`config.mk`:
```
export PLATFORM = sky130hd
export DESIGN_NAME = sized_arith_unit
export DESIGN_NICKNAME = d
export VERILOG_FILES = /design/src/rtl/sau_pkg.sv /design/src/rtl/sau_operand_prep.sv /design/src/rtl/sau_lane.sv /design/src/rtl/sau_addr_add.sv /design/src/rtl/sized_arith_unit.sv
export SDC_FILE = /design/constraint.sdc
export NUM_CORES = 1
export LEC_CHECK = 0
export BUFFER_PORTS_ARGS = -buffer_cell sky130_fd_sc_hd__buf_2
export CAP_MARGIN = 20
export CORE_UTILIZATION = 43
export DETAILED_ROUTE_END_ITERATION = 16
export HOLD_SLACK_MARGIN = 0.06
export PLACE_DENSITY = 0.69
export SLEW_MARGIN = 25
export SYNTH_ARGS = -nofsm -noshare
export SYNTH_HDL_FRONTEND = slang
export SYNTH_SLANG_ARGS = --single-unit
export TNS_END_PERCENT = 100
```
`constraint.sdc`:
```
create_clock -name clk -period 13.3 [get_ports clk]
set_input_delay 2.66 -clock clk [delete_from_list [all_inputs] [get_ports clk]]
set_output_delay 2.66 -clock clk [all_outputs]
set_load 0.01 [all_outputs]
```
`src/rtl/sau_pkg.sv`:
```
package sau_pkg;
  typedef enum logic [2:0] {
    OP_ADD  = 3'd0,
    OP_SUB  = 3'd1,
    OP_ADDX = 3'd2,
    OP_ADDA = 3'd3,
    OP_ADDQ = 3'd4
  } op_e;

  typedef enum logic [1:0] {
    SZ_BYTE = 2'd0,
    SZ_WORD = 2'd1,
    SZ_LONG = 2'd2
  } size_e;

  typedef struct packed {
    logic x;
    logic n;
    logic z;
    logic v;
    logic c;
  } ccr_t;
endpackage

```
`src/rtl/sau_operand_prep.sv`:
```
module sau_operand_prep
  import sau_pkg::*;
#(
  parameter int DATA_W = 32,
  parameter int IMM_W  = 3
) (
  input  logic [2:0]        op_i,
  input  logic [IMM_W-1:0]  imm_i,
  input  logic [DATA_W-1:0] src_i,
  input  logic              x_i,
  output logic [DATA_W-1:0] b_o,
  output logic              cin_o,
  output logic              is_sub_o
);
  localparam int PAD_W = DATA_W - IMM_W - 1;

  logic [DATA_W-1:0] quick_val;
  // code zero stands for the largest value, 2**IMM_W
  assign quick_val = {{PAD_W{1'b0}}, (imm_i == '0), imm_i};

  always_comb begin
    b_o      = src_i;
    cin_o    = 1'b0;
    is_sub_o = 1'b0;
    case (op_i)
      OP_SUB: begin
        b_o      = ~src_i;
        cin_o    = 1'b1;
        is_sub_o = 1'b1;
      end
      OP_ADDX: cin_o = x_i;
      OP_ADDQ: b_o   = quick_val;
      default: ;
    endcase
  end
endmodule

```
`src/rtl/sau_lane.sv`:
```
module sau_lane #(
  parameter int W = 8
) (
  input  logic [W-1:0] a_i,
  input  logic [W-1:0] b_i,
  input  logic         cin_i,
  input  logic         is_sub_i,
  output logic [W-1:0] sum_o,
  output logic         n_o,
  output logic         z_o,
  output logic         v_o,
  output logic         c_o
);
  logic [W:0] full;

  assign full  = {1'b0, a_i} + {1'b0, b_i} + {{W{1'b0}}, cin_i};
  assign sum_o = full[W-1:0];
  assign n_o   = full[W-1];
  assign z_o   = (full[W-1:0] == '0);
  // b_i is already inverted for subtract, so one sign rule covers both
  assign v_o   = (a_i[W-1] == b_i[W-1]) && (full[W-1] != a_i[W-1]);
  // the carry of a + ~b + 1 is the complement of the borrow
  assign c_o   = full[W] ^ is_sub_i;
endmodule

```
`src/rtl/sau_addr_add.sv`:
```
module sau_addr_add #(
  parameter int DATA_W = 32
) (
  input  logic              long_i,
  input  logic [DATA_W-1:0] src_i,
  input  logic [DATA_W-1:0] dst_i,
  output logic [DATA_W-1:0] sum_o
);
  localparam int HALF_W = DATA_W / 2;

  logic [DATA_W-1:0] src_ext;

  assign src_ext = long_i ? src_i : {{HALF_W{src_i[HALF_W-1]}}, src_i[HALF_W-1:0]};
  assign sum_o   = dst_i + src_ext;
endmodule

```
`src/rtl/sized_arith_unit.sv`:
```
module sized_arith_unit
  import sau_pkg::*;
#(
  parameter int DATA_W = 32,
  parameter int IMM_W  = 3
) (
  input  logic              clk,
  input  logic              rst,
  input  logic              wr_en,
  input  logic [2:0]        op_i,
  input  logic [1:0]        size_i,
  input  logic [IMM_W-1:0]  imm_i,
  input  logic [DATA_W-1:0] src_i,
  input  logic [DATA_W-1:0] dst_i,
  output logic [DATA_W-1:0] result_o,
  output logic [4:0]        ccr_o
);
  localparam int N_LANES = 3;

  ccr_t              ccr_q;
  logic [DATA_W-1:0] res_q;
  logic [DATA_W-1:0] b_op;
  logic              cin;
  logic              is_sub;
  logic [DATA_W-1:0] addr_sum;

  logic [N_LANES:0][DATA_W-1:0] lane_res;
  ccr_t [N_LANES:0]             lane_ccr;

  logic arith_op;
  logic arith_ok;
  logic addr_ok;

  sau_operand_prep #(.DATA_W(DATA_W), .IMM_W(IMM_W)) u_prep (
    .op_i     (op_i),
    .imm_i    (imm_i),
    .src_i    (src_i),
    .x_i      (ccr_q.x),
    .b_o      (b_op),
    .cin_o    (cin),
    .is_sub_o (is_sub)
  );

  for (genvar g = 0; g < N_LANES; g++) begin : g_lane
    localparam int LW = DATA_W >> (N_LANES - 1 - g);
    logic [LW-1:0] s;
    logic ln, lz, lv, lc;

    sau_lane #(.W(LW)) u_lane (
      .a_i      (dst_i[LW-1:0]),
      .b_i      (b_op[LW-1:0]),
      .cin_i    (cin),
      .is_sub_i (is_sub),
      .sum_o    (s),
      .n_o      (ln),
      .z_o      (lz),
      .v_o      (lv),
      .c_o      (lc)
    );

    if (LW < DATA_W) begin : g_part
      assign lane_res[g] = {dst_i[DATA_W-1:LW], s};
    end else begin : g_whole
      assign lane_res[g] = s;
    end
    assign lane_ccr[g] = {lc, ln, lz, lv, lc};
  end

  assign lane_res[N_LANES] = '0;
  assign lane_ccr[N_LANES] = '0;

  sau_addr_add #(.DATA_W(DATA_W)) u_addr (
    .long_i (size_i == SZ_LONG),
    .src_i  (src_i),
    .dst_i  (dst_i),
    .sum_o  (addr_sum)
  );

  always_comb begin
    case (op_i)
      OP_ADD, OP_SUB, OP_ADDX, OP_ADDQ: arith_op = 1'b1;
      default:                          arith_op = 1'b0;
    endcase
  end

  assign arith_ok = arith_op && (size_i != 2'd3);
  assign addr_ok  = (op_i == OP_ADDA) && (size_i == SZ_WORD || size_i == SZ_LONG);

  always_ff @(posedge clk) begin
    if (rst) begin
      res_q <= '0;
      ccr_q <= '0;
    end else if (wr_en) begin
      if (arith_ok) begin
        res_q <= lane_res[size_i];
        ccr_q <= lane_ccr[size_i];
      end else if (addr_ok) begin
        res_q <= addr_sum;
      end
    end
  end

  assign result_o = res_q;
  assign ccr_o    = ccr_q;
endmodule

```
==> reports/results.ini <==
[route]
drtPass1Iterations = 6
drc = 0
ant_nets = 0
wl_mm = 20.9
avgRoutedWirePerCell_um = 18.3
detail_route.iter0.violations = 742
vias_per_cell = 6.19
vias = 7074

[floorplan]
core-area_um2 = 13900
die_area_um2 = 14800
pin_count = 112
die_x_um = 122
die_y_um = 122
initial_core_util_pct = 44.2
row_count = 43

[sta]
setup_tns_ns = 0
worst-slew-pin-transition_ns = 0.877
setup_viol = 0
hold_viol = 0
skew_ns = 0.00558
final-max-slew-violation-count = 0
fmax_ghz = 0.150
period_minus_slack_ns = 6.66
rsz0062_at_grt = false
maxSlewHeadroom_pct = 41.3
period_share_pct = 50.0
setup_slack_ns = 6.64

[clock_network]
cts_tree = done
cts_root_buffer = clkbuf_16
cts.sinks = 36
numCtsBuffers = 5
h-tree-depth = 2
clockBufferDepth = 2
clk_latency_ns = 0.29
ctsResizeCount = 0
holdBufCountCts = 0
cts_setup_buffers = 0
clkTransAtPathRegs_ns = 0.06

[synthesis]
synth_edf_count = 0
synth_cell_types = 82
synth-async-reset-ratio_pct = 0
ys_ff_latch = 36
synth_nets = 1025
syn_area_per_cell_um2 = 6.97
synthCells = 883
synth_warnings = 0
ys.flop_type = dfxtp_1
synth-seq-area-share_pct = 11.7
syn_area_um2 = 6150

[power]
power_uw = 668
ir_drop_v = 0.0000701
cellLeakagePower_uw = 0.00318
power_density_nw_per_um2 = 95.3

[placed_design]
hpwlAfterDp_mm = 16.9
dp_cells = 1134
io_buffers = 111
place_ws_ns = 6.27
gp_congestion = 0.971

[grt]
use_met1_pct = 42.1
grt_pass1_vias = 6307
grt_pass1_wl_mm = 32.8
grt_max_degree = 32
top_usage_layer = met2
use_met3_pct = 3.65
antenna_found_initial = 0
use_met2_pct = 42.4
grt.total_usage_pct = 28.2
grt-ovfl-total = 0

[critical_path]
cp-startpoint = op_i[0]
path_class = input port to register
crit_arrival_ns = 6.81
cp-start-kind = input port
rr_startpoint = ccr_o[4]
critPathCaptureType = register
cp.required_ns = 13.45
crit_fanout = 7

[finish]
layout_common_cells = nand2_1, buf_2, a21oi_1
postLayoutCoreUtil_pct = 50.3
fin_cells = 1142
final_common_cell = nand2_1
drive_gt1_share_pct = 15.6
diodes = 0
area_growth_pct = 13.9
fin_nets = 1103

[flow_run]
cap_violations = 0

[hold_path]
min_from = result_o[15]
hp-class = register to register

[outcome]
outcome = finished clean

[worst paths after layout]
path	endpoint	slack (ns)	cells past startpoint
worst max-delay path	result_o[24]	6.64	16
worst min-delay path	result_o[15]	0.45	2
worst max register to register	result_o[24]	9.33	15
worst min register to register	result_o[15]	0.45	2
[final cells by class]
cell class	count	area, um2
fillers	1419	6930
multi-input cells	781	5180
flip-flops and latches	36	721
repair buffers	115	586
well taps	180	225
clock buffers	5	125
clock inverters	3	90.1
inverters	22	82.6
[synth_stat cells (all sizes together) (4+ instances only)]
cell type	n	area share, %
nor4	5	0.51
a21o	34	4.1
a21oi	88	7.3
xnor2	32	4.6
a211oi	15	2.0
a221oi	12	2.0
o21a	10	1.2
nand3	15	1.2
xor2	21	3.1
o211ai	15	1.9
a31oi	14	1.7
o31ai	5	0.61
o22ai	5	0.51
and2	11	1.1
o21bai	4	0.49
inv	21	1.3
ha	64	13
nand2b	12	1.2
nor3	20	1.6
dfxtp	36	12
o221ai	4	0.57
buf	6	0.63
mux2i	8	1.3
clkbuf	38	2.3
a22oi	5	0.61
nand2	123	7.5
nand4	11	1.1
o21ai	85	7.0
nor2b	10	1.1
nor2	80	4.9
and3	8	0.81
[per-layer routing]
metal  part of all wire, %  vias to the layer above
met1                    47                     3273
met5                     0                        -
met2                    41                      329
li1                      -                     3444
met3                   9.9                       28
met4                   1.5                        0
[critical path, cell delays in order]
cell       delay [ns]
buf_2            0.17
nor2b_1          0.39
a21oi_1          0.13
o22ai_1          0.20
fa_1             0.23
inv_1            0.05
fa_1             0.43
a21oi_1          0.22
o2111ai_1        0.25
o211ai_1         0.43
a21oi_1          0.26
a311oi_1         0.45
o21ba_1          0.21
xnor2_1          0.10
a221oi_1         0.47
o21ai_0          0.16
[power by group]
part | internal [uW] | switching (uW) | leakage [uW]
Clock | 126 | 49.3 | 0.000104
Sequential | 117 | 5.01 | 0.000295
Combinational | 141 | 229 | 0.00278
Total | 385 | 283 | 0.00318
[sequential cells by signal (all words and copies together), names as in the netlist]
signal and count:
result_o 32, ccr_o 4
[through the flow]
stage / hold WS, ns / instance area (um2)
final: 0.454 / 7010
after floorplan: 0.471 / 6150
after global routing: 0.489 / 7010
after global placement: 0.437 / 6790
after detailed placement: 0.446 / 6790
after CTS: 0.454 / 7000
[kinds of logic after synthesis]
kind of cell / after synthesis / share of synthesized area, %
AO/OA/AOI/OAI: 341 / 37.5
XOR/XNOR: 53 / 7.67
adder cells (fa/ha/maj): 67 / 14.0
buffers and inverters: 66 / 4.29
flip-flops: 36 / 11.7
multiplexers: 9 / 1.55
AND/OR/NAND/NOR: 311 / 23.3
No activity file was read; power rests on OpenSTA's default activity.
